`src/rtl/hbb_pkg.sv`:
```
package hbb_pkg;
    localparam int EXT_W  = 16;
    localparam int INT_W  = 32;
    localparam int BYTE_W = 8;
    localparam int LANES  = INT_W / BYTE_W;

    typedef enum logic [1:0] {
        ST_IDLE,
        ST_ACCESS,
        ST_MERGE,
        ST_ACK
    } hbb_state_e;
endpackage

```
`src/rtl/hbb_sync.sv`:
```
module hbb_sync #(
    parameter int              W    = 3,
    parameter logic [W-1:0]    INIT = '1
) (
    input  logic         clk,
    input  logic         rst_n,
    input  logic [W-1:0] async_i,
    output logic [W-1:0] sync_o
);
    logic [W-1:0] stage1_q;
    logic [W-1:0] stage2_q;

    always_ff @(posedge clk or negedge rst_n) begin
        if (!rst_n) begin
            stage1_q <= INIT;
            stage2_q <= INIT;
        end else begin
            stage1_q <= async_i;
            stage2_q <= stage1_q;
        end
    end

    assign sync_o = stage2_q;
endmodule

```
`src/rtl/hbb_decode.sv`:
```
module hbb_decode (
    input  logic proto_sel,
    input  logic cs_n,
    input  logic ctl_a_n,
    input  logic ctl_b_n,
    output logic sel,
    output logic stb,
    output logic is_read
);
    always_comb begin
        sel = !cs_n;
        if (proto_sel) begin
            stb     = !ctl_a_n || !ctl_b_n;
            is_read = !ctl_b_n;
        end else begin
            stb     = !ctl_b_n;
            is_read = ctl_a_n;
        end
    end
endmodule

```
`src/rtl/hbb_lane.sv`:
```
module hbb_lane
    import hbb_pkg::*;
(
    input  logic [INT_W-1:0] dword_i,
    input  logic             wide,
    input  logic [1:0]       lane_a,
    input  logic [EXT_W-1:0] wdata_i,
    output logic [EXT_W-1:0] rdata_o,
    output logic [INT_W-1:0] merged_o,
    output logic [LANES-1:0] be_o
);
    logic [INT_W-1:0] src;

    always_comb begin
        if (wide) begin
            be_o    = lane_a[1] ? 4'b1100 : 4'b0011;
            src     = {wdata_i, wdata_i};
            rdata_o = lane_a[1] ? dword_i[31:16] : dword_i[15:0];
        end else begin
            be_o    = 4'b0001 << lane_a;
            src     = {LANES{wdata_i[BYTE_W-1:0]}};
            rdata_o = {{(EXT_W-BYTE_W){1'b0}}, dword_i[lane_a*BYTE_W +: BYTE_W]};
        end
    end

    for (genvar g = 0; g < LANES; g++) begin : g_merge
        assign merged_o[g*BYTE_W +: BYTE_W] =
            be_o[g] ? src[g*BYTE_W +: BYTE_W] : dword_i[g*BYTE_W +: BYTE_W];
    end
endmodule

```
`src/rtl/host_bus_bridge.sv`:
```
module host_bus_bridge
    import hbb_pkg::*;
#(
    parameter int AW = 8
) (
    input  logic             clk,
    input  logic             rst_n,
    input  logic             proto_sel,
    input  logic             wide_sel,
    input  logic             cs_n,
    input  logic             ctl_a_n,
    input  logic             ctl_b_n,
    input  logic [AW-1:0]    addr,
    input  logic [15:0]      data_i,
    output logic [15:0]      data_o,
    output logic             data_oe_lo,
    output logic             data_oe_hi,
    output logic             hs_o,
    output logic [AW-3:0]    reg_addr,
    output logic             reg_rd,
    output logic             reg_wr,
    output logic [31:0]      reg_wdata,
    input  logic [31:0]      reg_rdata
);
    localparam int SYNC_W = 3;

    typedef struct packed {
        hbb_state_e       st;
        logic [AW-1:0]    addr;
        logic             wide;
        logic             rd;
        logic [EXT_W-1:0] wdata;
        logic [INT_W-1:0] rdata;
    } regs_t;

    regs_t r_q, r_d;

    logic [SYNC_W-1:0] ctl_s;
    logic sel_s, stb_s, read_s;
    logic sel_p, stb_p, read_p;
    logic [EXT_W-1:0] lane_rd;
    logic [INT_W-1:0] merged;
    logic [LANES-1:0] be_unused;
    logic busy;

    hbb_sync #(.W(SYNC_W), .INIT('1)) i_sync (
        .clk    (clk),
        .rst_n  (rst_n),
        .async_i({cs_n, ctl_a_n, ctl_b_n}),
        .sync_o (ctl_s)
    );

    hbb_decode i_dec_sync (
        .proto_sel(proto_sel),
        .cs_n     (ctl_s[2]),
        .ctl_a_n  (ctl_s[1]),
        .ctl_b_n  (ctl_s[0]),
        .sel      (sel_s),
        .stb      (stb_s),
        .is_read  (read_s)
    );

    hbb_decode i_dec_pin (
        .proto_sel(proto_sel),
        .cs_n     (cs_n),
        .ctl_a_n  (ctl_a_n),
        .ctl_b_n  (ctl_b_n),
        .sel      (sel_p),
        .stb      (stb_p),
        .is_read  (read_p)
    );

    hbb_lane i_lane (
        .dword_i (r_q.st == ST_MERGE ? reg_rdata : r_q.rdata),
        .wide    (r_q.wide),
        .lane_a  (r_q.addr[1:0]),
        .wdata_i (r_q.wdata),
        .rdata_o (lane_rd),
        .merged_o(merged),
        .be_o    (be_unused)
    );

    always_comb begin
        r_d = r_q;
        unique case (r_q.st)
            ST_IDLE: begin
                if (stb_s && sel_s) begin
                    r_d.st    = ST_ACCESS;
                    r_d.addr  = addr;
                    r_d.wide  = wide_sel;
                    r_d.rd    = read_s;
                    r_d.wdata = data_i;
                end
            end
            ST_ACCESS: r_d.st = ST_MERGE;
            ST_MERGE: begin
                r_d.rdata = reg_rdata;
                r_d.st    = ST_ACK;
            end
            ST_ACK: begin
                if (!stb_s) r_d.st = ST_IDLE;
            end
            default: r_d.st = ST_IDLE;
        endcase
    end

    always_ff @(posedge clk or negedge rst_n) begin
        if (!rst_n) begin
            r_q <= '{st: ST_IDLE, default: '0};
        end else begin
            r_q <= r_d;
        end
    end

    assign busy = (r_q.st == ST_ACCESS) || (r_q.st == ST_MERGE) ||
                  ((r_q.st == ST_IDLE) && stb_p && sel_p);

    assign hs_o       = proto_sel ? !busy : (r_q.st != ST_ACK);
    assign data_oe_lo = sel_p && stb_p && read_p;
    assign data_oe_hi = data_oe_lo && wide_sel;
    assign data_o     = lane_rd;
    assign reg_addr   = r_q.addr[AW-1:2];
    assign reg_rd     = (r_q.st == ST_ACCESS);
    assign reg_wr     = (r_q.st == ST_MERGE) && !r_q.rd;
    assign reg_wdata  = merged;
endmodule

```
`config.mk`:
```
export PLATFORM = sky130hd
export DESIGN_NAME = host_bus_bridge
export DESIGN_NICKNAME = d
export VERILOG_FILES = /design/src/rtl/hbb_pkg.sv /design/src/rtl/hbb_sync.sv /design/src/rtl/hbb_decode.sv /design/src/rtl/hbb_lane.sv /design/src/rtl/host_bus_bridge.sv
export SDC_FILE = /design/constraint.sdc
export NUM_CORES = 1
export LEC_CHECK = 0
export CORE_MARGIN = 2
export CORE_UTILIZATION = 50
export DETAILED_ROUTE_END_ITERATION = 8
export PLACE_DENSITY = 0.86
export SYNTH_ARGS = -nofsm -noshare
export SYNTH_HDL_FRONTEND = slang
export SYNTH_SLANG_ARGS = --single-unit
```
`constraint.sdc`:
```
create_clock -name clk -period 3.4 [get_ports clk]
set_input_delay 0.68 -clock clk [delete_from_list [all_inputs] [get_ports clk]]
set_output_delay 0.68 -clock clk [all_outputs]
set_load 0.005 [all_outputs]
```
Word-level counts from Yosys, hierarchy flattened
Cells that the tools add are included.
{"block": "totals", "out_inout_bits": 59, "ff_bits": 66, "wordCells": 56, "in_bits": 63}
{"block": "classes", "n_eq_ne": 6, "n_mux": 18, "n_reduce_logical": 22, "shift": 2}
{"op": "32-bit 2-to-1 mux", "count": 2}
{"op": "16-bit 2-to-1 mux", "count": 2}
{"op": "8-bit 2-to-1 mux", "count": 4}
{"op": "32-bit by 6-bit variable part select with 8-bit output", "count": 1}
{"op": "28-bit 2-to-1 mux", "count": 1}
{"op": "1-bit zero test", "count": 8}
{"op": "4-bit 2-to-1 mux", "count": 2}
{"op": "2-bit case mux with 4 select lines", "count": 1}
{"op": "1-bit logical AND", "count": 7}
{"op": "2-bit != test, second input constant", "count": 3}
{"op": "1-bit 2-to-1 mux", "count": 5}
{"op": "2-bit equality test, second input constant", "count": 2}
{"op": "1-bit logical OR", "count": 4}
{"op": "2-bit AND reduction", "count": 2}
{"op": "1-bit by 2-bit left shift with 4-bit output, first input constant", "count": 1}
{"op": "2-bit by 1-bit equality test with 1-bit output, second input constant", "count": 1}
{"op": "2-bit zero test", "count": 1}
{"op": "2-bit 2-to-1 mux", "count": 1}

Logic depth before layout (Yosys ltp)
Gate-level depths: netlist of the first run.
{"block": "logic_depth", "ltp_word": 8, "ltp_mapped": 9, "mapped_depth_nobuf": 6}

Modules after synthesis
A second synthesis of the first run with hierarchy kept.
{"block": "unflattened", "hier_cells": 261, "hier_area_um2": 3542.1}
{"mod": "host_bus_bridge", "cells_each": 149, "instances": 1, "area_each_um2": 2464.9, "seq_area_each_um2": 1501.4}
{"mod": "hbb_lane", "cells_each": 96, "instances": 1, "area_each_um2": 864.6, "seq_area_each_um2": 0.0}
{"mod": "hbb_sync", "cells_each": 6, "instances": 1, "area_each_um2": 157.7, "seq_area_each_um2": 157.7}
{"mod": "hbb_decode", "cells_each": 5, "instances": 2, "area_each_um2": 27.5, "seq_area_each_um2": 0.0}

Least setup slack after synthesis of the first run
No wires, ideal clock.
{"block": "synth_path", "kind": "flip-flop to output port", "start": "register r_q[58] (netlist bit)", "end": "output data_o[10]", "stages_incl_launch_ff": 7, "setup_slack_ps": 1155, "required_ps": 2720, "path_buffers": 2, "arrival_time_ps": 1565, "cell_sequence": "dfrtp_1 -> inv_1 -> ha_1 -> buf_6 -> buf_8 -> mux4_2 -> and2_1"}
{"block": "synth_between", "elab_chain_len": 4}
{"item": "from (decl)", "line_no": "host_bus_bridge.sv:36", "text": "regs_t r_q, r_d;"}
{"item": "from (signal assigned)", "line_no": "host_bus_bridge.sv:111", "text": "r_q <= r_d;"}
{"item": "2-bit equality test", "line_no": "host_bus_bridge.sv:74", "text": ".dword_i (r_q.st == ST_MERGE ? reg_rdata : r_q.rdata),"}
{"item": "32-bit 2-to-1 mux"}
{"item": "16-bit 2-to-1 mux", "line_no": "hbb_lane.sv:18", "text": "rdata_o = lane_a[1] ? dword_i[31:16] : dword_i[15:0];"}
{"item": "16-bit 2-to-1 mux", "line_no": "hbb_lane.sv:15", "text": "if (wide) begin"}
{"item": "to (decl)", "line_no": "host_bus_bridge.sv:15", "text": "output logic [15:0] data_o,"}
No other way between the ends.

Final worst setup path of the first run
{"block": "layout_path", "start": "register r_q[58] (netlist bit)", "end": "output data_o[4]"}
{"block": "layout_between", "elab_chain_len": 4}
{"item": "2-bit equality test *", "line_no": "host_bus_bridge.sv:74"}
{"item": "32-bit 2-to-1 mux *"}
{"item": "32-bit by 6-bit variable part select with 8-bit output or 16-bit 2-to-1 mux (tied branches)", "line_no": "hbb_lane.sv:22, hbb_lane.sv:18"}
{"item": "16-bit 2-to-1 mux *", "line_no": "hbb_lane.sv:15"}
Every way passes the cells marked *; elsewhere a longest branch is shown, timed or not.

==> flow_metrics.py, run 1 <==
metrics = {
    "sta": {
        "drv_slew": 0,
        "clock_skew_ns": 0.00858,
        "period_needed_ns": 3.25,
        "setup_tns_ns": 0,
        "maxSlewHeadroom_pct": 58.9,
        "fmax_mhz": 308,
        "worst_pin_slew_ns": 0.616,
        "min_period_over_period_pct": 95.5,
        "rsz0062_at_grt": "no",
        "setup_viol": 0,
        "final-hold-violation-count": 0,
    },
    "place": {
        "placed_area_sq_um": 4870,
        "placed_cells": 487,
        "dp_hpwl_microns": 6720,
        "io_buffers": 121,
        "gp_congestion": 0.870,
    },
    "cells_and_area": {
        "drive_above_1_share_pct": 30.9,
        "fin_area_sq_um": 5070,
        "finalCoreUtilization_pct": 70.7,
        "antenna_cells": 0,
        "areaGrowthSynthToFinish_pct": 38.6,
        "stdcell_count": 503,
        "nets": 466,
    },
    "drt": {
        "wl_per_cell_microns": 17.5,
        "via_count": 2595,
        "viasPerCell": 5.16,
        "drt-total-wl_microns": 8790,
        "drc": 0,
        "first_pass_iters": 4,
        "ant_nets": 0,
        "drt-initial-drc-count": 77,
    },
    "clock_tree": {
        "worstSkewPairLatency_ns": 0.34,
        "clock-sinks": 66,
        "cts_tree": "built",
        "cts_buffers": 9,
        "clk_path_buf_depth": 2,
        "clock-root-buffer": "clkbuf_8",
        "clk_pin_slew_worst_paths_ns": 0.07,
        "cts_setup_buffers": 0,
        "post_cts_resized": 0,
        "cts_hold_buf": 0,
        "htreeDepth": 3,
    },
    "global_routing": {
        "track_usage_pct": 22.5,
        "antenna_found_initial": 0,
        "grt_pass1_vias": 2675,
        "overflow": 0,
        "grt_max_degree": 43,
        "grt_first_pass_wirelength_microns": 13300,
    },
    "synthesis": {
        "synthFlopType": "dfrtp_1",
        "syn_area_per_cell_sq_um": 13.0,
        "synthCells": 282,
        "synth_top_cells_by_count": "dfrtp_1, mux2_2, mux2_4, nor2_1, a21oi_1",
        "ys_top_cells_by_area": "dfrtp_1, mux2_2, mux2_4, mux4_2, dfstp_2",
        "yosysTopAreaCellShare_pct": 41.0,
        "syn_area_sq_um": 3660,
        "yosys.cell_count.top_type": "dfrtp_1",
        "mappedNetlistNets": 349,
        "ys_types": 27,
        "yosys.area.top_type": "dfrtp_1",
        "ys.warnings.count": 0,
        "synth-edff-count": 0,
        "synth_seq_area_share_pct": 45.3,
        "async_flop_share_pct": 100,
        "synth-seq-cells": 66,
    },
    "run_status": {
        "status": "completed",
    },
    "power_and_ir_drop": {
        "power_mw": 5.63,
        "max-vdd-ir-drop_uv": 560,
        "p_per_area_nw_per_um2": 1110,
        "p_leak_nw": 2.21,
    },
    "critical_path": {
        "r2r_start": "r_q[58]",
        "cp.required_ns": 2.72,
        "cp_cell_sequence": "inv_1 -> ha_2 -> buf_12 -> mux4_2 -> nor2_1 -> a21oi_1 -> clkdlybuf4s50_1",
        "r2r_slack_ns": 1.57,
        "endpoint_kind": "output pin",
        "cp.arrival_ns": 2.57,
        "critPathMaxStageDelay_ns": 0.59,
        "crit_family": "buffers and inverters",
        "start_kind": "register",
        "cp.buffers_inverters": 3,
        "worst-path-max-fanout": 42,
        "crit_type": "reg -> out",
        "critPathSlowestCell": "mux4_2",
        "startpoint": "r_q[58]",
    },
    "floorplanning": {
        "die_x_microns": 89.6,
        "io_pins": 122,
        "start_util_pct": 51.0,
        "fp.dieArea_sq_um": 8030,
        "rows": 31,
        "coreArea_sq_um": 7180,
        "die_h_microns": 89.6,
    },
    "job": {
        "drv_cap": 0,
    },
    "worst_hold_path": {
        "hold_path.class": "in -> async",
    },
}
power by group:
group	internal (mW)	switching, mW	leakage [nW]
clock	0.399	0.286	0.107
sequential	1.16	0.239	0.772
combinational	2.23	1.31	1.33
area by class of cell:
class | count | area (sq um)
Fill cell | 522 | 2100
Tap cell | 99 | 124
Clock inverter | 2 | 35.0
Multi-Input combinational cell | 182 | 1770
Inverter | 12 | 45.0
Timing Repair Buffer | 128 | 1270
Clock buffer | 14 | 173
Sequential cell | 66 | 1660
routing by layer:
metal / global-route usage, % / share of wire, % / vias to the layer above
li1: - / - / 1221
met2: 36.3 / 49 / 85
met3: 4.48 / 5.3 / 10
met1: 30.0 / 44 / 1279
met4: 8.82 / 1.5 / 0
met5: 0 / 0 / -
flip-flops by register name, indices dropped and copies added, names as in the netlist:
| register | cells |
|---|---|
| r_q | 54 |
| reg_addr | 6 |
| i_sync.stage1_q | 3 |
| i_sync.sync_o | 3 |
worst paths after layout:
kind | endpoint | cells past startpoint
max reg2reg | r_q[47] | 4
min reg2reg | i_sync.sync_o[2] | 0
max | data_o[4] | 7
min | r_q[48] | 1
min in group clk | i_sync.sync_o[2] | 0
max in group asynchronous | i_sync.stage1_q[2] | 2
metrics by stage:
step	worst slack, ns	hold slack (ns)
2_1_floorplan	1.15	0.345
3_3_place_gp	0.473	0.345
3_5_place_dp	0.429	0.347
4_1_cts	0.152	0.354
5_1_grt	0.0331	0.355
6_report	0.153	0.346
cells by family (layout without fill, tap and decap cells):
group           after synthesis  in the layout  synth area share (%)
fa+ha+maj                     4              4                  1.37
simple gates                 47             47                  6.32
buf+inv                      34            156                  6.49
compound gates               31             31                  4.75
flops                        66             66                  45.3
mux                         100            100                  35.8
layout by cell type (no fill, tap or decap), drive strengths merged, types with 2 or more instances in the layout:
master / Yosys / final
a21oi: 16 / 16
clkdlybuf4s50: 0 / 120
mux4: 8 / 8
buf: 19 / 8
o21ai: 11 / 11
clkbuf: 3 / 14
nor2: 19 / 19
nand2b: 3 / 3
and2: 9 / 9
ha: 4 / 4
nand2: 13 / 13
dfstp: 6 / 6
a2bb2oi: 2 / 2
mux2i: 9 / 9
mux2: 83 / 83
inv: 12 / 12
dfrtp: 60 / 60
Note: power is estimated with default switching activity, not from simulation.
==> run 2: changes to the inputs <==
--- a/config.mk
+++ b/config.mk
@@ -9,6 +9,8 @@
 export CORE_UTILIZATION = 50
 export DETAILED_ROUTE_END_ITERATION = 8
 export PLACE_DENSITY = 0.86
+export SLEW_MARGIN = 5
 export SYNTH_ARGS = -nofsm -noshare
 export SYNTH_HDL_FRONTEND = slang
 export SYNTH_SLANG_ARGS = --single-unit
+export TNS_END_PERCENT = 100
==> results of run 2 <==
Final layout, timing and power as in run 1 (identical DEF).
==> run 3: changes to the inputs <==
--- a/config.mk
+++ b/config.mk
@@ -9,7 +9,7 @@
 export CORE_UTILIZATION = 50
 export DETAILED_ROUTE_END_ITERATION = 8
 export PLACE_DENSITY = 0.86
-export SLEW_MARGIN = 5
+export SETUP_SLACK_MARGIN = 0.2
 export SYNTH_ARGS = -nofsm -noshare
 export SYNTH_HDL_FRONTEND = slang
 export SYNTH_SLANG_ARGS = --single-unit
==> run 3 against run 2 <==
Net effect: routed wire length increased by 6.7%; final cell count increased by 0.99%; fmax increased by 3.0%; combinational power increased by 5%; sequential share of layout area decreased by 0.66 points; non-clock buffer count increased by 5; cell area increased by 2.1%; global-route usage increased by 0.80 points; highest routed layer unchanged.
==> flow_metrics.py, run 3 (synthesis gave the netlist of run 1 again) <==
metrics = {
    "critical_path": {
        "critPathSlowestCell": "mux4_2",
        "cp.required_ns": 2.72,
        "cp.buffers_inverters": 3,
        "r2r_start": "r_q[59]",
        "crit_family": "buffers and inverters",
        "endpoint_kind": "output pin",
        "cp.arrival_ns": 2.47,
        "start_kind": "register",
        "startpoint": "r_q[58]",
        "r2r_slack_ns": 1.56,
        "crit_type": "reg -> out",
        "worstRegToRegCells": 4,
        "cp_cell_sequence": "inv_2 -> ha_4 -> buf_12 -> mux4_2 -> nor2_1 -> a21oi_1 -> clkdlybuf4s50_1",
        "critPathMaxStageDelay_ns": 0.55,
        "reg2reg_to": "reg_addr[4]",
        "worst-path-max-fanout": 6,
    },
    "sta": {
        "clock_skew_ns": 0.00808,
        "min_period_over_period_pct": 92.7,
        "worst_pin_slew_ns": 0.617,
        "fmax_mhz": 317,
        "final-hold-violation-count": 0,
        "setup_tns_ns": 0,
        "setup_viol": 0,
        "rsz0062_at_grt": "no",
        "maxSlewHeadroom_pct": 58.8,
        "drv_slew": 0,
        "period_needed_ns": 3.15,
    },
    "clock_tree": {
        "worstSkewPairLatency_ns": 0.34,
        "cts_buffers": 9,
        "htreeDepth": 3,
        "clock-root-buffer": "clkbuf_8",
        "clk_pin_slew_worst_paths_ns": 0.07,
        "cts_tree": "built",
        "clk_path_buf_depth": 2,
        "clock-sinks": 66,
    },
    "global_routing": {
        "grt_pass1_vias": 2730,
        "grt_first_pass_wirelength_microns": 13700,
        "track_usage_pct": 23.3,
        "grt_max_degree": 28,
        "antenna_found_initial": 0,
        "overflow": 0,
    },
    "power_and_ir_drop": {
        "max-vdd-ir-drop_uv": 563,
        "power_frac_seq_pct": 24.1,
        "p_per_area_nw_per_um2": 1120,
        "p_int_mw": 3.91,
        "power_switching_mw": 1.92,
        "swShare_pct": 32.9,
        "p_leak_nw": 2.25,
        "clkPwrFrac_pct": 11.8,
        "combPwrFrac_pct": 64.0,
    },
    "floorplanning": {
        "coreArea_sq_um": 7180,
        "fp.dieArea_sq_um": 8030,
        "die_h_microns": 89.6,
        "rows": 31,
        "io_pins": 122,
        "die_x_microns": 89.6,
        "start_util_pct": 51.0,
    },
    "drt": {
        "drc": 0,
        "ant_nets": 0,
        "drt-total-wl_microns": 9370,
        "wl_per_cell_microns": 18.5,
        "drt-initial-drc-count": 59,
        "via_count": 2640,
        "viasPerCell": 5.20,
        "first_pass_iters": 4,
    },
    "worst_hold_path": {
        "hold_path.class": "in -> async",
    },
    "place": {
        "gp_congestion": 0.870,
        "placed_cells": 487,
        "io_buffers": 121,
        "dp_hpwl_microns": 6720,
    },
    "run_status": {
        "status": "completed",
    },
    "job": {
        "drv_cap": 0,
    },
    "cells_and_area": {
        "drive_above_1_share_pct": 32.3,
        "nets": 471,
        "areaGrowthSynthToFinish_pct": 41.4,
        "layout_common_cells": "clkdlybuf4s50_1, dfrtp_1, mux2_2, mux2_4, nor2_1",
        "stdcell_count": 508,
        "final_common_cell": "clkdlybuf4s50_1",
        "finalCoreUtilization_pct": 72.2,
        "fillers": 508,
        "largest_reg_flops": 54,
        "top_register": "r_q",
        "antenna_cells": 0,
    },
}
run 3: cell types whose count changed in the layout (fill, tap and decap cells not counted):
cell and delta:
buf_4 +2, ha_2 -1, nand2b_1 -1, inv_1 -1
buf_16 +1, clkbuf_16 +2, ha_4 +1, nand2b_2 +1
inv_2 +1
run 3: repair_timing:
| item | CTS | global route |
|---|---|---|
| setup endpoints to repair | 12 | 24 |
| resized for setup | 2 | 2 |
| pin swaps | 0 | 0 |
| hold buffers | 0 | 0 |
| cloned | 1 | 2 |
| buffers inserted | 0 | 2 |
run 3: power by group through the flow:
| stage | Clock [mW] | Sequential, mW | Combinational (mW) |
|---|---|---|---|
| floorplan | 0 | 1.31 | 2.12 |
| global placement | 0 | 1.38 | 3.48 |
| detailed placement | 0 | 1.41 | 3.56 |
| CTS | 0.700 | 1.40 | 3.65 |
| global route | 0.734 | 1.45 | 4.01 |
| finish | 0.689 | 1.41 | 3.73 |
run 3: area by class of cell:
| type | count | area (sq um) | share of cell area, % |
|---|---|---|---|
| clock buffers | 14 | 173 | 3.33 |
| clock inverters | 2 | 35.0 | 0.676 |
| inverters | 12 | 45.0 | 0.870 |
| multi-input cells | 182 | 1780 | 34.4 |
| flip-flops and latches | 66 | 1660 | 32.0 |
| well taps | 99 | 124 | 2.39 |
| repair buffers | 133 | 1360 | 26.3 |
run 3: worst max-delay path by stage:
| stage | depth (start not counted) | endpoint |
|---|---|---|
| floorplan | 6 | data_o[10] |
| global placement | 4 | data_o[12] |
| detailed placement | 5 | data_o[3] |
| CTS | 7 | data_o[3] |
| global route | 7 | data_o[4] |
| finish | 7 | data_o[4] |
run 3: worst register-to-register path: stages, from the launching register on:
cell,delay [ns]
dfrtp_1,0.44
inv_1,0.10
ha_1,0.28
nand3b_4,0.43
mux2_4,0.47
run 3: metrics by stage:
| step | worst slack, ns | power [mW] | instance area (sq um) | hold slack [ns] |
|---|---|---|---|---|
| after global placement | 0.473 | 4.86 | 4870 | 0.345 |
| after global routing | 0.165 | 6.19 | 5180 | 0.355 |
| after floorplan | 1.15 | 3.43 | 3660 | 0.345 |
| after detailed placement | 0.429 | 4.97 | 4870 | 0.347 |
| after CTS | 0.185 | 5.75 | 5110 | 0.354 |
| final | 0.249 | 5.82 | 5180 | 0.346 |
run 3: layer usage:
layer	up-vias	part of all wire, %	GRT usage [%]
met1	1315	44	30.4
met2	86	50	38.4
li1	1227	-	-
met4	0	1.5	7.87
met3	12	5.0	5.39
met5	-	0	0
